`src/rtl/bmt_pkg.sv`:
```
package bmt_pkg;

    typedef enum logic [1:0] {
        PRE_B = 2'd0,
        PRE_M = 2'd1,
        PRE_W = 2'd2
    } pre_e;

    localparam int unsigned PRE_HC = 8;

    // level sequences from a low start, half-cell 0 in the MSB
    localparam logic [7:0] PAT_B = 8'b1110_1000;
    localparam logic [7:0] PAT_M = 8'b1110_0010;
    localparam logic [7:0] PAT_W = 8'b1110_0100;

    localparam logic [1:0] MODE_PROC = 2'b10;
    localparam logic [1:0] MODE_LOW  = 2'b11;
    localparam int unsigned CFG_W    = 4;
    localparam int unsigned AUX_EN_B = 3;

    function automatic logic [7:0] pre_pattern(input pre_e p);
        case (p)
            PRE_B:   return PAT_B;
            PRE_W:   return PAT_W;
            default: return PAT_M;
        endcase
    endfunction

endpackage

```
`src/rtl/bmt_frame_pack.sv`:
```
module bmt_frame_pack #(
    parameter int unsigned SMP_W = 16,
    parameter int unsigned SLOTS = 32
) (
    input  logic [SMP_W-1:0] smp,
    input  logic             err,
    input  logic             itp,
    input  logic             aux_en,
    input  logic             usr,
    input  logic             cst,
    output logic [SLOTS-1:0] word
);
    localparam int unsigned VAL_S = SLOTS - 4;   // validity slot
    localparam int unsigned LSB_S = VAL_S - SMP_W; // sample MSB-aligned in the audio field

    always_comb begin
        word = '0;
        word[4] = aux_en & err;
        word[5] = aux_en & itp;
        for (int k = 0; k < int'(SMP_W); k++) begin
            word[LSB_S + k] = smp[k];
        end
        word[VAL_S]     = err;
        word[VAL_S + 1] = usr;
        word[VAL_S + 2] = cst;
        word[SLOTS-1]   = ^word[SLOTS-2:4];
    end
endmodule

```
`src/rtl/bmt_cell_coder.sv`:
```
module bmt_cell_coder
    import bmt_pkg::*;
#(
    parameter int unsigned HC_W  = 6,
    parameter int unsigned SLOTS = 32
) (
    input  logic [HC_W-1:0]  hc,
    input  logic [SLOTS-1:0] word,
    input  pre_e             pre,
    input  logic             prev,
    output logic             lvl
);
    logic [7:0]      pat;
    logic [2:0]      pi;
    logic            cur_b;
    logic            bef_b;
    logic [HC_W-2:0] slot;

    always_comb begin
        pat   = pre_pattern(pre);
        pi    = hc[2:0];
        cur_b = pat[3'd7 - pi];
        bef_b = (pi == 3'd0) ? 1'b0 : pat[3'd7 - pi + 3'd1];
        slot  = hc[HC_W-1:1];
        if (hc < HC_W'(PRE_HC)) begin
            lvl = prev ^ cur_b ^ bef_b;
        end else if (!hc[0]) begin
            lvl = ~prev;
        end else begin
            lvl = prev ^ word[slot];
        end
    end
endmodule

```
`src/rtl/bmc_audio_tx.sv`:
```
module bmc_audio_tx
    import bmt_pkg::*;
#(
    parameter int unsigned SMP_W   = 16,
    parameter int unsigned BLK_LEN = 384
) (
    input  logic             clk,
    input  logic             rst_n,
    input  logic             cfg_we,
    input  logic [3:0]       cfg_wdata,
    input  logic [SMP_W-1:0] raw_smp,
    input  logic [SMP_W-1:0] cnc_smp,
    input  logic             err_flg,
    input  logic             itp_flg,
    input  logic             user_bit,
    input  logic             cstat_bit,
    output logic             take_o,
    output logic             right_o,
    output logic             blkst_o,
    output logic             line_o
);
    localparam int unsigned SLOTS = 32;
    localparam int unsigned HALF  = 2 * SLOTS;
    localparam int unsigned HC_W  = $clog2(HALF);
    localparam int unsigned SF_W  = $clog2(BLK_LEN);
    localparam logic [HC_W-1:0] HC_LAST = HC_W'(HALF - 1);
    localparam logic [SF_W-1:0] SF_LAST = SF_W'(BLK_LEN - 1);

    typedef struct packed {
        logic [HC_W-1:0]  hc;
        logic [SF_W-1:0]  sf;
        logic [CFG_W-1:0] cfg;
        logic             line;
        logic [SLOTS-1:0] word;
        pre_e             pre;
    } st_t;

    st_t st_q, st_d;

    logic             take;
    logic [SF_W-1:0]  sf_n;
    logic [HC_W-1:0]  hc_n;
    logic [SLOTS-1:0] word_n;
    logic [SLOTS-1:0] packed_w;
    pre_e             pre_n;
    logic [SMP_W-1:0] smp_sel;
    logic             lvl;

    // exposed for the bound checker
    logic [HC_W-1:0]  hc_q;
    logic [CFG_W-1:0] cfg_q;
    assign hc_q  = st_q.hc;
    assign cfg_q = st_q.cfg;

    assign smp_sel = (st_q.cfg[1:0] == MODE_PROC) ? cnc_smp : raw_smp;

    bmt_frame_pack #(.SMP_W(SMP_W), .SLOTS(SLOTS)) u_pack (
        .smp    (smp_sel),
        .err    (err_flg),
        .itp    (itp_flg),
        .aux_en (st_q.cfg[AUX_EN_B]),
        .usr    (user_bit),
        .cst    (cstat_bit),
        .word   (packed_w)
    );

    // sequencing: position, block count and the word for the next half-cell
    always_comb begin
        take   = (st_q.hc == HC_LAST);
        sf_n   = (st_q.sf == SF_LAST) ? '0 : st_q.sf + 1'b1;
        hc_n   = st_q.hc + 1'b1;
        word_n = st_q.word;
        pre_n  = st_q.pre;
        if (take) begin
            hc_n   = '0;
            word_n = packed_w;
            pre_n  = (sf_n == '0) ? PRE_B : (sf_n[0] ? PRE_W : PRE_M);
        end
    end

    bmt_cell_coder #(.HC_W(HC_W), .SLOTS(SLOTS)) u_coder (
        .hc   (hc_n),
        .word (word_n),
        .pre  (pre_n),
        .prev (st_q.line),
        .lvl  (lvl)
    );

    always_comb begin
        st_d      = st_q;
        st_d.hc   = hc_n;
        st_d.word = word_n;
        st_d.pre  = pre_n;
        if (take) begin
            st_d.sf = sf_n;
        end
        if (cfg_we) begin
            st_d.cfg = cfg_wdata;
        end
        st_d.line = (st_q.cfg[1:0] == MODE_LOW) ? 1'b0 : lvl;
    end

    always_ff @(posedge clk) begin
        if (!rst_n) begin
            st_q.hc   <= HC_LAST;
            st_q.sf   <= SF_LAST;
            st_q.cfg  <= '0;
            st_q.line <= 1'b0;
            st_q.word <= '0;
            st_q.pre  <= PRE_B;
        end else begin
            st_q <= st_d;
        end
    end

    assign take_o  = take;
    assign right_o = sf_n[0];
    assign blkst_o = (sf_n == '0);
    assign line_o  = st_q.line;

endmodule

```
`config.mk`:
```
export PLATFORM = sky130hd
export DESIGN_NAME = bmc_audio_tx
export DESIGN_NICKNAME = d
export VERILOG_FILES = /design/src/rtl/bmt_pkg.sv /design/src/rtl/bmt_frame_pack.sv /design/src/rtl/bmt_cell_coder.sv /design/src/rtl/bmc_audio_tx.sv
export SDC_FILE = /design/constraint.sdc
export NUM_CORES = 1
export LEC_CHECK = 0
export ABC_AREA = 1
export BUFFER_PORTS_ARGS = -buffer_cell sky130_fd_sc_hd__buf_2
export CAP_MARGIN = 10
export CORE_MARGIN = 2
export CORE_UTILIZATION = 58
export CTS_CLUSTER_DIAMETER = 30
export DETAILED_ROUTE_END_ITERATION = 12
export PLACE_DENSITY = 0.8
export SKIP_CTS_REPAIR_TIMING = 1
export SLEW_MARGIN = 20
export SYNTH_ARGS = -nofsm -noshare
export SYNTH_HDL_FRONTEND = slang
export SYNTH_SLANG_ARGS = --single-unit
```
`constraint.sdc`:
```
create_clock -name clk -period 3.2 [get_ports clk]
set_clock_uncertainty 0.1 [all_clocks]
set_input_delay 0 -clock clk [delete_from_list [all_inputs] [get_ports clk]]
set_output_delay 0 -clock clk [all_outputs]
set_load 0.01 [all_outputs]
```
==> flow_summary_export.csv, run 1 <==
group,metric,value,unit
run_status,status,"complete, no violations",
final_layout,drive_above_1_share,0.119,
floorplanning,die_y,80.3,um
routing,first_iter_violations,127,
floorplanning,std_cell_rows,27,
sta,min_period,2.86,ns
clock_tree,htreeDepth,2,
worst_setup_path,worstPathCellList,"ha_1 > nand3_1 > nor2_1 > inv_1 > nor2_4 > clkinv_1 > a21oi_1 > nand3_1 > o21ai_0 > nand2_1 > nand3_1 > and2_1 > nand3b_1 > nand3b_1 > nand2_1 > inv_1 > nand2_1 > inv_1",
placed_design,hpwl,5830,um
synthesis,ys_ff_latch,53,
synthesis,synth.distinct_cells,31,
clock_tree,clkLatencyLatePin,0.31,ns
clock_tree,cts-buffers-inserted,5,
routing,wl_per_cell,11.4,um
global_routing,grt_max_degree,33,
placed_design,port_buffers,45,
worst_setup_path,arrival,2.98,ns
synthesis,syn-num-nets,622,
synthesis,synth_area_leader_cell,"dfxtp_1",
power_and_ir_drop,p_per_area,820,nW/um^2
synthesis,synth_top_area_share,0.314,
synthesis,yosysSeqAreaShare,0.314,
synthesis,synth_area,3380,um^2
floorplanning,die_w,80.3,um
worst_setup_path,cp_slowest_cell,"a21oi_1",
routing,vias,3562,
synthesis,synth_warnings,0,
global_routing,grt_pass1_vias,3288,
sta,maxSlewViolCount,0,
power_and_ir_drop,p_leak,2.08,nW
clock_tree,cts_tree,"done",
routing,drt-vias-per-instance,5.12,
clock_tree,cts_root_buf,"clkbuf_8",
sta,rsz0062_at_grt,"false",
floorplanning,initial_core_util,0.606,
sta,fin_tns_setup,0,ns
floorplanning,ioPinCount,47,
routing,antenna_left,0,
floorplanning,placeableCoreArea,5570,um^2
placed_design,gp_congestion,0.841,
power_and_ir_drop,ir_worst_vdd,0.575,mV
clock_tree,cts_buffer_depth,2,
final_layout,fin_nets,671,
global_routing,antenna_found_initial,0,
worst_setup_path,critPathBufInv,4,
clock_tree,path_clk_slew,0.09,ns
sta,whs,0.0222,ns
sta,finalSetupViolCount,0,
global_routing,grt_overflow,0,
routing,dr.pass1.iters,4,
clock_tree,cts_sinks,53,
worst_setup_path,worstSetupStartpointType,"flip-flop",
sta,finalHoldViolCount,0,
sta,worst_slew_pin_slew,0.750,ns
final_layout,diodes,0,
synthesis,synthTopCellsByArea,"dfxtp_1 (31%), nand2_1 (22%), inv_1 (8.2%), o21ai_0 (8.0%), nor2_1 (7.3%)",
sta,finalCritPeriodShare,0.894,
synthesis,postSynthAreaPerCell,5.88,um^2
routing,drt_drc_violations_left,0,
sta,fmax,350,MHz
worst_setup_path,cp_max_fo,16,
final_layout,mostFrequentLayoutCells,"nand2_1 (196), inv_1 (74), nor2_1 (65)",
hold_path,hp-class,"in2reg",
sta,slew_headroom,0.497,
worst_setup_path,cpPeakStageDelay,0.41,ns
routing,drt_wl_total,7910,um
final_layout,syn2layout_area_growth,13.8,%
global_routing,grt_pass1_wl,13300,um
worst_setup_path,cpLargestDelayFamily,"simple AND/OR/NAND/NOR gates",
global_routing,grt_usage,0.254,
worst_setup_path,required,3.32,ns
worst_setup_path,path_class,"reg2reg",
synthesis,syn-instance-count,574,
floorplanning,die_area,6450,um^2
final_layout,final_common_cell,"nand2_1",
power_and_ir_drop,totalPowerFinal,3.15,mW
run,cap_violations,0,
worst_setup_path,cp-end-kind,"flip-flop",
[path summary, 6_finish.rpt]
path | start | endpoint | slack [ns] | cells past startpoint
min | itp_flg | st_q[7]$_SDFF_PN0_ | 0.02 | 5
max | hc_q[0]$_SDFF_PN1_ | line_o$_SDFF_PP0_ | 0.34 | 18
min reg2reg | st_q[9]$_SDFF_PN0_ | st_q[9]$_SDFF_PN0_ | 0.35 | 2
max reg2reg | hc_q[0]$_SDFF_PN1_ | line_o$_SDFF_PP0_ | 0.34 | 18
[cell families (layout without fill, tap and decap cells)]
family / after synthesis / in the layout / share of synthesized area
compound gates: 87 / 87 / 0.137
xor+xnor: 5 / 5 / 0.0130
fa+ha+maj: 5 / 5 / 0.0185
buf+inv: 101 / 151 / 0.124
flops: 53 / 53 / 0.314
mux: 2 / 2 / 0.00593
simple gates: 321 / 321 / 0.387
[metrics by stage]
step / cells / util / worst slack, ns / area, um^2
global placement: 678 / 0.654 / 0.368 / 3650
floorplan: 574 / - / 0.780 / 3380
detailed placement: 678 / 0.654 / 0.304 / 3650
CTS: 686 / 0.670 / 0.282 / 3730
finish: 696 / 0.690 / 0.339 / 3840
global route: 696 / 0.690 / 0.000146 / 3840
[cell type report]
type / instances / area [um^2]
clock buffers: 6 / 72.6
clock inverters: 2 / 15.0
fillers: 519 / 1730
inverters: 78 / 295
multi-input cells: 420 / 1910
flip-flops and latches: 53 / 1060
well taps: 72 / 90.1
repair buffers: 65 / 400
[power breakdown]
| group | switching [mW] | internal [mW] |
|---|---|---|
| Clock | 0.228 | 0.155 |
| Sequential | 0.0969 | 0.848 |
| Combinational | 1.18 | 0.644 |
| Total | 1.50 | 1.65 |
[registers in the layout, indices dropped and copies added (netlist names)]
register,flops
hc_q,6
cfg_q,3
st_q,43
line_o,1
[metal layers]
layer / vias to the layer above / share of wire / track usage
li1: 1889 / - / -
met1: 1602 / 0.46 / 0.306
met2: 60 / 0.49 / 0.455
met3: 11 / 0.038 / 0.0449
met4: 0 / 0.014 / 0.0847
met5: - / 0 / 0
[tightest hold or removal path, delay by kind of cell]
| kind | cells | cell delay, ns |
|---|---|---|
| simple gates | 3 | 0.19 |
| compound gates | 1 | 0.10 |
| buf+inv | 1 | 0.11 |
[synth_stat cells (all sizes together)]
cell,n
buf,12
nand2,200
clkinv,2
nand3,37
nor2,67
o21ai,60
or2,2
o32ai,2
and2,2
nor3,7
nand4,2
a21oi,17
o31ai,1
xnor2,1
a31o,1
inv,76
nand3b,4
ha,5
mux2i,2
xor2,4
o22ai,3
o221ai,1
clkbuf,11
o21a,2
dfxtp,53
(Power assumes the default switching activity.)
==> inputs of run 2 (changes only) <==
Settings changed: BUFFER_PORTS_ARGS -buffer_cell sky130_fd_sc_hd__buf_2 to default, CORE_UTILIZATION 58 to 60, DONT_BUFFER_PORTS from default to 1, PLACE_DENSITY 0.8 to 0.76, SETUP_SLACK_MARGIN from default to 0.4.
==> run 2 against run 1 <==
Effect of this change: the run now ends with negative hold slack left; combinational power increased by 17%; wire length rose by 12%; design area rose by 6.4%; utilization rose by 5.8 points; first-iteration DRC count rose by 95%; global-route usage shrank 0.52 points; critical path depth up 1; cell count decreased by 3.3%; worst hold slack lost 0.074 ns; count of clock-buffer cells in the layout is the same.
==> flow_summary_export.csv, run 2 (synthesis gave the netlist of run 1 again) <==
group,metric,value,unit
sta,worst_slew_pin_slew,0.651,ns
sta,fin_tns_setup,0,ns
routing,drt_wl_total,8860,um
final_layout,diodes,0,
routing,first_iter_violations,248,
final_layout,multi_input_area,2140,um^2
routing,dr.pass1.iters,6,
final_layout,syn2layout_area_growth,21.2,%
routing,vias,3587,
clock_tree,cts_buffer_depth,2,
global_routing,grt_overflow,0,
final_layout,finalInstanceArea,4090,um^2
final_layout,regArea,1080,um^2
run_status,violations,"negative hold slack",
power_and_ir_drop,p_leak,2.07,nW
sta,finalSetupViolCount,0,
clock_tree,cts_sinks,53,
power_and_ir_drop,totalPowerFinal,3.48,mW
worst_setup_path,worstPathCellList,"ha_4 > nand3_2 > nor2_2 > inv_2 > nor2_4 > clkinvlp_4 > buf_8 > nand2_1 > nor2_1 > o32ai_2 > o21ai_1 > o22ai_1 > nand2_1 > nand2_2 > nand2_1 > nand2_1 > nand3_1 > nand2_1 > inv_1",
worst_setup_path,cpPeakStageDelay,0.39,ns
worst_setup_path,critPathBufInv,4,
clock_tree,path_clk_slew,0.09,ns
clock_tree,clkLatencyLatePin,0.31,ns
routing,drt-vias-per-instance,5.33,
final_layout,top_register,"st_q",
final_layout,final_common_cell,"nand2_1",
worst_setup_path,crit_top_cell,"nand2_1",
final_layout,utilization,0.748,
hold_path,worstHoldStart,"cnc_smp[4]",
sta,min_period,2.69,ns
floorplanning,die_w,79.0,um
clock_tree,cts_tree,"done",
global_routing,grt_pass1_wl,12600,um
power_and_ir_drop,ir_worst_vdd,0.658,mV
routing,wl_per_cell,13.2,um
worst_setup_path,cpLargestDelayFamily,"simple AND/OR/NAND/NOR gates",
floorplanning,ioPinCount,47,
worst_setup_path,path_class,"reg2reg",
floorplanning,std_cell_rows,27,
run_status,status,"finished with violations",
sta,maxSlewViolCount,0,
worst_setup_path,r2r_setup_slack,0.51,ns
floorplanning,die_y,79.0,um
placed_design,port_buffers,0,
sta,slew_headroom,0.566,
routing,drt_drc_violations_left,0,
final_layout,nFillCells,476,
floorplanning,initial_core_util,0.617,
final_layout,fin_nets,649,
worst_setup_path,cp-end-kind,"flip-flop",
hold_path,hp-class,"in2reg",
final_layout,largest_register_ffs,43,
sta,fmax,372,MHz
sta,finalHoldViolCount,5,
clock_tree,cts_root_buf,"clkbuf_8",
worst_setup_path,cp_slowest_cell,"dfxtp_2",
sta,rsz0062_at_grt,"true",
run,cap_violations,0,
clock_tree,htreeDepth,2,
routing,antenna_left,0,
sta,whs,-0.0522,ns
sta,finalCritPeriodShare,0.840,
placed_design,gp_congestion,0.834,
placed_design,placed_cell_area,3440,um^2
global_routing,grt_usage,0.249,
worst_setup_path,required,3.31,ns
worst_setup_path,r2r-start,"hc_q[1]$_SDFF_PN1_",
final_layout,drive_above_1_share,0.190,
worst_setup_path,setup.worst_path.start,"hc_q[1]$_SDFF_PN1_",
final_layout,mostFrequentLayoutCells,"nand2_1 (164), inv_1 (72), nor2_1 (62)",
global_routing,grt_max_degree,45,
placed_design,hpwl,5500,um
power_and_ir_drop,p_per_area,850,nW/um^2
worst_setup_path,worstSetupStartpointType,"flip-flop",
floorplanning,placeableCoreArea,5470,um^2
worst_setup_path,cp_max_fo,8,
worst_setup_path,arrival,2.80,ns
global_routing,grt_pass1_vias,3043,
global_routing,antenna_found_initial,0,
clock_tree,cts-buffers-inserted,5,
floorplanning,die_area,6240,um^2
run 2: cell types whose count changed in the layout (fill, tap and decap cells not counted), sizes merged:
cell         before  now
buf              55   32
clkinv            2    1
dlygate4sd3      10    9
nand2           200  201
nor2             67   68
run 2: path summary, 6_finish.rpt:
check,end,cells past startpoint
worst max-delay path,line_o$_SDFF_PP0_,19
worst min-delay path,st_q[18]$_SDFF_PN0_,4
worst min register to register,st_q[5]$_SDFF_PN0_,2
worst max register to register,line_o$_SDFF_PP0_,19
run 2: where the power goes:
part           switching, mW  leakage, nW  total (mW)  internal (mW)
combinational           1.32         1.59        2.13          0.807
clock                  0.216       0.0433       0.387          0.171
sequential             0.113        0.436       0.967          0.853
total                   1.65         2.07        3.48           1.83
run 2: cell type report:
cell class	instances	share of cell area
inverter	78	0.0755
sequential	53	0.264
tap	72	0.0220
clock inverter	1	0.00183
timing repair buffer	41	0.0942
multi-input combinational	422	0.523
clock buffer	6	0.0202
run 2: through the flow:
step / std cells / setup slack (ns)
floorplan: 574 / 0.780
global placement: 635 / 0.453
detailed placement: 635 / 0.396
CTS: 642 / 0.366
global route: 673 / 0.308
finish: 673 / 0.512
run 2: metal layers:
metal	wire length, um	track usage
met5	0	0
met4	129	0.0690
met3	514	0.0455
met2	4420	0.469
met1	3800	0.287
run 2: worst min-delay path: cells and delay by family:
kind | cells | cell delay (ns)
and+or+nand+nor | 2 | 0.16
AOI/OAI and AO/OA | 2 | 0.16
==> inputs of run 3 (changes only) <==
Settings changed: CORE_UTILIZATION 60 to 58.
Clock period 3.2 ns to 2.27 ns, I/O delays scaled along.
==> run 3 against run 2 <==
Effect of this change: the flow finishes with violations (negative hold slack, negative setup slack); global-route usage increased by 2.7 points; flip-flop and latch count unchanged; critical path depth is the same; sequential share of layout area shrank 2.5 points; clock power increased by 39%; critical path type unchanged; cell count rose by 7.7%; count of clock-buffer cells in the layout fell by 1.
==> flow_summary_export.csv, run 3 (synthesis gave the netlist of run 1 again) <==
group,metric,value,unit
final_layout,nFillCells,415,
global_routing,grt_max_degree,44,
hold_path,worstHoldPathCells,4,
routing,wl_met2,4790,um
floorplanning,initial_core_util,0.606,
worst_setup_path,r2r-start,"st_q[39]$_SDFFE_PN1P_",
worst_setup_path,critPathBufInv,4,
routing,drt_drc_violations_left,0,
routing,first_iter_violations,199,
worst_setup_path,crit_top_cell,"nand2_1",
clock_tree,cts_buffer_depth,2,
clock_tree,cts_tree,"done",
floorplanning,ioPinCount,47,
clock_tree,cts_sinks,53,
routing,antenna_left,0,
routing,vias,3830,
sta,finalHoldViolCount,1,
run,cap_violations,0,
final_layout,regArea,1070,um^2
global_routing,grt_pass1_vias,3575,
final_layout,utilization,0.804,
clock_tree,cts-buffers-inserted,5,
routing,drt-met1-wl,4050,um
worst_setup_path,arrival,2.87,ns
sta,rsz0062_at_grt,"true",
global_routing,antenna_found_initial,0,
worst_setup_path,setup.worst_path.start,"st_q[39]$_SDFFE_PN1P_",
hold_path,worstHoldStart,"itp_flg",
power_and_ir_drop,power_frac_comb,0.671,
final_layout,fin_nets,701,
sta,fmax,369,MHz
worst_setup_path,required,2.43,ns
routing,dr.pass1.iters,5,
floorplanning,die_area,6450,um^2
worst_setup_path,cp_max_fo,5,
sta,setup_slack,-0.442,ns
hold_path,holdPathEnd,"st_q[7]$_SDFF_PN0_",
floorplanning,die_w,80.3,um
final_layout,top_register,"st_q",
power_and_ir_drop,intPower,3.12,mW
power_and_ir_drop,power.switching,2.65,mW
power_and_ir_drop,seqPwrFrac,0.237,
worst_setup_path,r2r_setup_slack,-0.44,ns
floorplanning,std_cell_rows,27,
worst_setup_path,cp-end-kind,"flip-flop",
routing,wl_per_cell,13.1,um
sta,slew_headroom,0.675,
final_layout,diodes,0,
clock_tree,path_clk_slew,0.10,ns
routing,wl_met3,526,um
clock_tree,cts_root_buf,"clkbuf_8",
worst_setup_path,path_class,"reg2reg",
power_and_ir_drop,clkPwrFrac,0.093,
worst_setup_path,rr_worst_depth,19,
final_layout,syn2layout_area_growth,32.7,%
sta,maxSlewViolCount,0,
worst_setup_path,r2r_end,"line_o$_SDFF_PP0_",
global_routing,grt_pass1_wl,14300,um
routing,drt-vias-per-instance,5.28,
placed_design,port_buffers,0,
worst_setup_path,cpPeakStageDelay,0.37,ns
final_layout,largest_register_ffs,43,
sta,worst_slew_pin_slew,0.488,ns
worst_setup_path,worstSetupStartpointType,"flip-flop",
worst_setup_path,worstPathCellList,"buf_4 > nand4_1 > buf_4 > o21ai_0 > nand3_4 > nand3_2 > nor2_1 > nand2_1 > nand3_2 > and2_4 > nand2_1 > nand3_1 > and2_1 > nand3b_1 > nand3b_1 > nand2_1 > inv_1 > nand2_1 > inv_1",
worst_setup_path,cp_slowest_cell,"dfxtp_2",
placed_design,preCtsSetupSlack,-0.328,ns
sta,whs,-0.108,ns
floorplanning,die_y,80.3,um
power_and_ir_drop,p_per_area,1290,nW/um^2
hold_path,hp-class,"in2reg",
final_layout,mostFrequentLayoutCells,"nand2_1 (182), buf_4 (76), inv_1 (73)",
run_status,violations,"negative hold slack, negative setup slack",
run_status,status,"finished with violations",
sta,min_period,2.71,ns
routing,routed.top_layer,"met4",
floorplanning,placeableCoreArea,5570,um^2
worst_setup_path,cpLargestDelayFamily,"simple AND/OR/NAND/NOR gates",
final_layout,drive_above_1_share,0.228,
global_routing,grt_usage,0.276,
routing,drt_wl_total,9460,um
global_routing,grt_overflow,0,
power_and_ir_drop,totalPowerFinal,5.78,mW
placed_design,hpwl,6220,um
sta,finalCritPeriodShare,1.19,
power_and_ir_drop,p_leak,2.33,nW
clock_tree,clkLatencyLatePin,0.32,ns
sta,finalSetupViolCount,1,
power_and_ir_drop,ir_worst_vdd,1.11,mV
final_layout,multi_input_area,2120,um^2
power_and_ir_drop,switching_share,0.459,
clock_tree,htreeDepth,2,
final_layout,final_common_cell,"nand2_1",
placed_design,gp_congestion,0.855,
-- run 3: changes by cell type in the layout (fill, tap and decap cells not counted), sizes merged --
cell / previous run / this run
buf: 32 / 85
clkinv: 1 / 2
clkinvlp: 2 / 1
inv: 76 / 77
nand2: 201 / 200
nor2: 68 / 67
-- run 3: how the worst max path moves through the flow --
| stage | slack [ns] | cells past startpoint | to |
|---|---|---|---|
| 2_1_floorplan | -0.05 | 21 | line_o$_SDFF_PP0_ |
| 3_3_place_gp | -0.26 | 20 | line_o$_SDFF_PP0_ |
| 3_5_place_dp | -0.33 | 22 | line_o$_SDFF_PP0_ |
| 4_1_cts | -0.36 | 20 | line_o$_SDFF_PP0_ |
| 5_1_grt | -0.61 | 29 | line_o$_SDFF_PP0_ |
| 6_report | -0.44 | 19 | line_o$_SDFF_PP0_ |
-- run 3: cell type report --
class                           count  area share
Clock buffer                        5      0.0154
Multi-Input combinational cell    420       0.472
Clock inverter                      2     0.00307
Timing Repair Buffer               95       0.183
Inverter                           78      0.0667
Tap cell                           72      0.0201
Sequential cell                    53       0.239
-- run 3: routing by layer --
metal,track usage,vias to the layer above
met5,0,-
met4,0.0864,0
met3,0.0539,10
met2,0.495,121
met1,0.330,1741
li1,-,1958
-- run 3: power by group through the flow --
stage               logic (mW)  clock network, mW  registers, mW
floorplan                 2.11                  0           1.33
global placement          3.10                  0           1.34
detailed placement        3.18                  0           1.35
CTS                       3.20              0.532           1.33
global route              4.28              0.571           1.39
finish                    3.87              0.536           1.37
-- run 3: tightest hold or removal path, delay by kind of cell --
family | cells | cell delay [ns]
and+or+nand+nor | 3 | 0.17
AOI/OAI and AO/OA | 1 | 0.09
-- run 3: through the flow --
step	cell area, um^2	instances	TNS (ns)
floorplan	3450	574	-0.0454
global placement	3990	699	-0.257
detailed placement	3990	699	-0.328
CTS	4070	706	-0.358
global route	4480	725	-0.608
finish	4480	725	-0.442
